<file path="src/rtl/ctr_pkg.sv">
package ctr_pkg;
  typedef enum logic [1:0] {
    MODE_LOAD = 2'b00,
    MODE_UP   = 2'b01,
    MODE_DOWN = 2'b10,
    MODE_HOLD = 2'b11
  } ctr_mode_e;
endpackage

</file>
<file path="src/rtl/lookahead_reg.sv">
module lookahead_reg (
  input  logic clk,
  input  logic mrst,
  input  logic lin_n,
  output logic lin_q
);
  // Sampled every clock in every mode; reset drives it high.
  always_ff @(posedge clk or posedge mrst) begin
    if (mrst) lin_q <= 1'b1;
    else      lin_q <= lin_n;
  end
endmodule

</file>
<file path="src/rtl/count_core.sv">
module count_core
  import ctr_pkg::*;
#(
  parameter int W = 6
) (
  input  logic         clk,
  input  logic         mrst,
  input  ctr_mode_e    mode,
  input  logic         step_en,
  input  logic [W-1:0] din,
  output logic [W-1:0] q,
  output logic [W-1:0] nxt
);
  localparam logic [W-1:0] ONE = {{(W-1){1'b0}}, 1'b1};

  always_comb begin
    nxt = q;
    case (mode)
      MODE_LOAD: nxt = din;
      MODE_UP:   if (step_en) nxt = q + ONE;
      MODE_DOWN: if (step_en) nxt = q - ONE;
      default:   nxt = q;
    endcase
  end

  always_ff @(posedge clk or posedge mrst) begin
    if (mrst) q <= '0;
    else      q <= nxt;
  end
endmodule

</file>
<file path="src/rtl/carry_flags.sv">
module carry_flags
  import ctr_pkg::*;
#(
  parameter int W = 6
) (
  input  logic         clk,
  input  logic         mrst,
  input  ctr_mode_e    mode,
  input  logic [W-1:0] nxt,
  output logic         cout_n,
  output logic         lout_n
);
  localparam logic [W-1:0] TC_UP  = '1;
  localparam logic [W-1:0] PRE_UP = TC_UP - {{(W-1){1'b0}}, 1'b1};
  localparam logic [W-1:0] TC_DN  = '0;
  localparam logic [W-1:0] PRE_DN = {{(W-1){1'b0}}, 1'b1};

  logic cout_d, lout_d;

  // Flags are judged on the next-state value for the selected direction.
  always_comb begin
    cout_d = cout_n;
    lout_d = lout_n;
    case (mode)
      MODE_LOAD: begin cout_d = 1'b1;            lout_d = 1'b1;             end
      MODE_UP:   begin cout_d = (nxt != TC_UP);  lout_d = (nxt != PRE_UP);  end
      MODE_DOWN: begin cout_d = (nxt != TC_DN);  lout_d = (nxt != PRE_DN);  end
      default:   begin cout_d = cout_n;          lout_d = lout_n;           end
    endcase
  end

  always_ff @(posedge clk or posedge mrst) begin
    if (mrst) begin
      cout_n <= 1'b1;
      lout_n <= 1'b1;
    end else begin
      cout_n <= cout_d;
      lout_n <= lout_d;
    end
  end
endmodule

</file>
<file path="src/rtl/regcarry_updown_ctr.sv">
module regcarry_updown_ctr
  import ctr_pkg::*;
#(
  parameter int W = 6
) (
  input  logic         clk,
  input  logic         mrst,
  input  logic         cin_n,
  input  logic         lin_n,
  input  logic [1:0]   mode,
  input  logic [W-1:0] din,
  output logic [W-1:0] q,
  output logic         cout_n,
  output logic         cout,
  output logic         lout_n
);
  ctr_mode_e    mode_e;
  logic         lin_q;
  logic         step_en;
  logic [W-1:0] nxt;

  assign mode_e  = ctr_mode_e'(mode);
  assign step_en = ~cin_n & ~lin_q;

  lookahead_reg u_la (
    .clk   (clk),
    .mrst  (mrst),
    .lin_n (lin_n),
    .lin_q (lin_q)
  );

  count_core #(.W(W)) u_core (
    .clk     (clk),
    .mrst    (mrst),
    .mode    (mode_e),
    .step_en (step_en),
    .din     (din),
    .q       (q),
    .nxt     (nxt)
  );

  carry_flags #(.W(W)) u_flags (
    .clk    (clk),
    .mrst   (mrst),
    .mode   (mode_e),
    .nxt    (nxt),
    .cout_n (cout_n),
    .lout_n (lout_n)
  );

  assign cout = ~cout_n;
endmodule

</file>
<file path="config.mk">
export PLATFORM = sky130hd
export DESIGN_NAME = regcarry_updown_ctr
export DESIGN_NICKNAME = d
export VERILOG_FILES = /design/src/rtl/ctr_pkg.sv /design/src/rtl/lookahead_reg.sv /design/src/rtl/count_core.sv /design/src/rtl/carry_flags.sv /design/src/rtl/regcarry_updown_ctr.sv
export SDC_FILE = /design/constraint.sdc
export NUM_CORES = 1
export LEC_CHECK = 0
export CORE_UTILIZATION = 35
export CTS_BUF_LIST = sky130_fd_sc_hd__clkbuf_4 sky130_fd_sc_hd__clkbuf_8
export CTS_CLUSTER_DIAMETER = 80
export CTS_CLUSTER_SIZE = 20
export DETAILED_ROUTE_END_ITERATION = 8
export PLACE_DENSITY_LB_ADDON = 0.25
export SYNTH_ARGS = -nofsm -noshare
export SYNTH_HDL_FRONTEND = slang
export SYNTH_HIERARCHICAL = 1
export SYNTH_SLANG_ARGS = --single-unit
export TNS_END_PERCENT = 10
</file>
<file path="constraint.sdc">
create_clock -name clk -period 3.01 [get_ports clk]
set_input_delay 0.602 -clock clk [delete_from_list [all_inputs] [get_ports clk]]
set_output_delay 0.602 -clock clk [all_outputs]
set_load 0.1 [all_outputs]
</file>
After elaboration in Yosys (flattened, before gate mapping) --
Index checks and enable logic that the tools add are counted.
Operators by class: reduce and logical (&&, ||, !) cells 3, eq/ne operators 5, add/subtract/negate cells 2, bitwise operators 4, muxes and demuxes 5
Operators by type and width (number):
- 6-bit case mux with 3 select lines | 1
- 6-bit two-way mux | 2
- 6-bit inequality test, second input constant | 2
- 6-bit by 1-bit adder with 6-bit output, second input constant | 1
- 6-bit by 1-bit inequality test with 1-bit output, second input constant | 1
- 1-bit case mux with 3 select lines | 2
- 6-bit nonzero test | 1
- 6-bit by 1-bit subtractor with 6-bit output, second input constant | 1
- 1-bit inverter | 3
- 3-bit nonzero test | 1
- 2-bit by 1-bit equality test with 1-bit output, second input constant | 1
- 2-bit equality test, second input constant | 1
- 2-bit logical NOT | 1
- 1-bit AND | 1
Word-level totals: output and inout bits 9, input bits 12, register bits 9

Depth between registers and ports, before layout --
Gate-level depths: netlist (run 1).
depth in word-level cells 6, mapped depth 9, mapped depth without buffers 9

Modules after synthesis --
Netlist (run 1), hierarchy kept.
Modules (own cells, without submodules):
- count_core | cells an instance 65, sequential area each 150.1 um^2, instances 1, area each 518.0 um^2
- carry_flags | cells an instance 22, sequential area each 52.6 um^2, instances 1, area each 196.4 um^2
- lookahead_reg | cells an instance 2, sequential area each 26.3 um^2, instances 1, area each 30.0 um^2
- regcarry_updown_ctr | cells an instance 2, sequential area each 0.0 um^2, instances 1, area each 7.5 um^2

Least setup slack after synthesis (run 1) --
Ideal clock, no wire load.
path type register to register, start register u_core.q[0], end register u_flags.cout_n, slack 0.239 ns, buffers on the path 0, stages on the path, launching flop included 10, library setup time 0.090 ns, required time 2.920 ns, clock period less this slack 2.771 ns, data arrival time 2.680 ns, cells stage by stage dfrtp_1 inv_1 ha_1 nor2b_1 a21oi_1 a2bb2oi_1 o21ai_0 or4_4 o31ai_2 a21oi_1
Between the ends: longest elaborated chain between the ends 5, elaborated cells between the ends (all ways) 8, classes of those cells add/sub: 2; eq/ne: 1; mux: 4; reduce/logical: 1
Ends and longest elaborated chain:
- from (decl) | line count_core.sv:11 | output logic [W-1:0] q,
- from (signal assigned) | line count_core.sv:28 | else q <= nxt;
- 6-bit by 1-bit subtractor with 6-bit output or 6-bit by 1-bit adder with 6-bit output (tied branches) | line count_core.sv:21, count_core.sv:20
- 6-bit two-way mux, on equally long branches | line count_core.sv:21, count_core.sv:20
- 6-bit case mux with 3 select lines * | line count_core.sv:18 | case (mode)
- named net nxt[2] | line regcarry_updown_ctr.sv:20 | logic [W-1:0] nxt;
- 6-bit inequality test or 6-bit nonzero test (tied branches) | line carry_flags.sv:26, carry_flags.sv:27
- 1-bit case mux with 3 select lines * | line carry_flags.sv:24 | case (mode)
- to (signal assigned) | line carry_flags.sv:37 | cout_n <= cout_d;
- to (decl) | line carry_flags.sv:10 | output logic cout_n,
The timed path passes the listed nets; every way through them passes the cells marked *. A chain may end at the register's enable or synchronous reset.

Worst setup path after layout (run 1) --
start input port cin_n, end register u_flags.cout_n
Between the ends: longest elaborated chain between the ends 6, elaborated cells between the ends (all ways) 8, classes of those cells eq/ne: 1; mux: 4; bitwise: 2; reduce/logical: 1
Ends and longest elaborated chain:
- from (decl) | line regcarry_updown_ctr.sv:8 | input logic cin_n,
- 1-bit inverter * | line regcarry_updown_ctr.sv:23 | assign step_en = ~cin_n & ~lin_q;
- 1-bit AND * | line regcarry_updown_ctr.sv:23
- named net step_en | line regcarry_updown_ctr.sv:19 | logic step_en;
- 6-bit two-way mux, on equally long branches | line count_core.sv:21, count_core.sv:20
- 6-bit case mux with 3 select lines * | line count_core.sv:18
- named net nxt[5] | line regcarry_updown_ctr.sv:20
- 6-bit inequality test or 6-bit nonzero test (tied branches) | line carry_flags.sv:26, carry_flags.sv:27
- 1-bit case mux with 3 select lines * | line carry_flags.sv:24
Marks and branches as above.

==> reports/metrics.yaml, run 1 <==
floorplan:
  core_um2: 1980
  die_x_um: 48.4
  num_rows: 16
  io_pins: 21
  die_area_um2: 2340
  start_util_pct: 37.9
  die_h_um: 48.4
yosys:
  ys_seq_elements: 9
  yosys.area.top_type: "dfrtp_1"
  synth_common_cells: "inv_1 (10), a21oi_1 (9), dfrtp_1 (6), nand2_1 (6)"
  synth.yosys.seq_area_share_pct: 30.4
  synth-edff-count: 0
  async_flop_share_pct: 100
  synth_top_flop_cell: "dfrtp_1"
  netlist_area_um2: 752
  ys_top_cells_by_area: "dfrtp_1 (20%), dfstp_2 (10%), ha_1 (8.3%)"
  syn_inst: 91
  synth.most_common_cell: "inv_1"
  yosys.cell_types.count: 38
  avgSynthCellArea_um2: 8.26
  yosysWarnings: 6
  synth_top_area_share_pct: 20.0
  syn_nets: 108
timing:
  fin_crit_ns: 2.79
  rsz0062_at_grt: "false"
  relSlewSlack_pct: 70.0
  clock_skew_ns: 0.00818
  fin_hold_ws_ns: 0.513
  setup_viol: 0
  finalSetupTns_ns: 0
  worstMarginPinSlew_ns: 0.447
  max_clock_freq_ghz: 0.359
  min_period_over_period_pct: 92.7
  hold_viol: 0
  slew_viol_final: 0
power:
  total_power_w: 0.000650
  power.leakage_nw: 0.448
  vdd_drop_max_mv: 0.331
  powerDensity_nw_per_um2: 632
routing:
  vias_per_cell: 5.44
  vias: 794
  wirelength_mm: 1.93
  first_iter_violations: 19
  drc: 0
  wl_per_cell_um: 13.2
  antenna_left: 0
  drt-pass1-iter-count: 4
finish:
  design_area_um2: 1030
  antenna_cells: 0
  area_growth_pct: 36.8
  fill_cells: 182
  multi_input_area_um2: 475
  final-seq-area_um2: 229
  drive_gt1_share_pct: 21.8
  final_nets: 137
clocking:
  tritoncts: "built"
  clockRootBuffer: "clkbuf_4"
  clkTransAtPathRegs_ns: 0.06
  cts-resized-gates: 0
  htree_levels: 1
  clock_path_buffers: 2
  clock_sinks: 9
  cts_setup_buffers: 0
  cts_buffers: 3
  clkLatencyLatePin_ns: 0.26
  hold_buffers: 0
placement:
  hpwl_mm: 1.52
  dpl_cell_area_um2: 998
  routabilityCongestion: 0.839
  io_buffers: 20
setup_path:
  worstPathRequired_ns: 3.19
  startpoint_type: "input port"
  critPathArrivalTime_ns: 2.97
  path_max_fanout: 3
  end_kind: "flop"
  path_class: "in -> reg"
  crit_start: "cin_n"
  rr_startpoint: "u_core/q[0]"
global_routing:
  grt.total_usage_pct: 18.4
  grt_pass1_wl_mm: 3.41
  grt_pass1_vias: 763
  antenna_found_initial: 0
  grt_max_degree: 9
  gr-total-overflow: 0
run_status:
  status: "completed"
min_path:
  holdCritPathClass: "reg -> reg"
  worstHoldStart: "u_flags/lout_n"
run:
  maxCapViolations: 0
layout make-up:
type | count | area share, %
Timing Repair Buffer | 26 | 21.7
Inverter | 10 | 3.65
Tap cell | 27 | 3.28
Clock buffer | 4 | 2.92
Multi-Input combinational cell | 70 | 46.2
Sequential cell | 9 | 22.3
per-layer routing:
| metal | share of wire (%) | GRT usage [%] | routed length (um) | up-vias |
|---|---|---|---|---|
| met3 | 4.2 | 3.14 | 81 | 0 |
| met1 | 48 | 24.4 | 932 | 375 |
| met4 | 0 | 5.88 | 0 | 0 |
| met5 | 0 | 0 | 0 | - |
| li1 | - | - | - | 392 |
| met2 | 48 | 30.5 | 918 | 27 |
final timing paths:
kind	depth (start not counted)	slack (ns)	to
worst max-delay path	9	0.22	u_flags/cout_n
worst min-delay path	2	0.51	u_flags/lout_n
worst max register to register	9	0.53	u_flags/cout_n
worst min register to register	2	0.51	u_flags/lout_n
max in group asynchronous	2	2.19	u_core/q[1]
min in group asynchronous	2	0.62	u_core/q[5]
report_power, final:
part	internal, W	switching [W]
Sequential	0.000146	0.0000349
Clock	0.0000600	0.0000401
Combinational	0.000101	0.000268
Total	0.000306	0.000343
flip-flops by register name, summed over array words and instances (netlist names):
register        flops
u_flags/cout_n      1
u_flags/lout_n      1
u_core/q            6
u_la/lin_q          1
critical path: stages:
cell and delay [ns]:
clkdlybuf4s50_1 0.40, nor2_1 0.16, or4b_4 0.51, mux2i_1 0.22
a31oi_1 0.12, o22a_1 0.23, or4_4 0.43, o31ai_2 0.19
a21oi_1 0.10
cells by family (layout without fill, tap and decap cells):
logic type,after synthesis,in the layout,share of synthesized area (%)
adders and majority gates,6,6,9.65
AOI/OAI and AO/OA,27,27,23.8
and+or+nand+nor,36,36,28.5
DFF,9,9,30.4
muxes,1,1,1.33
buffers and inverters,12,40,6.32
cell usage in the layout (no fill, tap or decap), types with 4 or more instances in the layout:
cell type        netlist  routed
inv_1                 10      10
dfrtp_1                6       6
nor2_1                 4       4
clkdlybuf4s50_1        0      11
ha_1                   5       5
nor2b_1                5       5
nand2_1                6       6
a21oi_1                9       9
buf_4                  0      15
nand3_1                4       4
clkbuf_4               0       4
o21ai_0                4       4
stage by stage:
stage	instances	utilization [%]	worst slack, ns
6_report	146	51.9	0.221
5_1_grt	146	51.9	0.0564
4_1_cts	146	51.9	0.261
3_5_place_dp	142	50.4	-0.00423
3_3_place_gp	142	50.4	0.0654
2_1_floorplan	91	-	0.239
Note: power is estimated with default switching activity, not from simulation.
==> run 2: changes to the inputs <==
--- a/config.mk
+++ b/config.mk
@@ -11,6 +11,7 @@
 export CTS_CLUSTER_SIZE = 20
 export DETAILED_ROUTE_END_ITERATION = 8
 export PLACE_DENSITY_LB_ADDON = 0.25
+export SLEW_MARGIN = 40
 export SYNTH_ARGS = -nofsm -noshare
 export SYNTH_HDL_FRONTEND = slang
 export SYNTH_HIERARCHICAL = 1
==> results of run 2 <==
No change in the layout: final DEF, timing and power equal those of run 1.
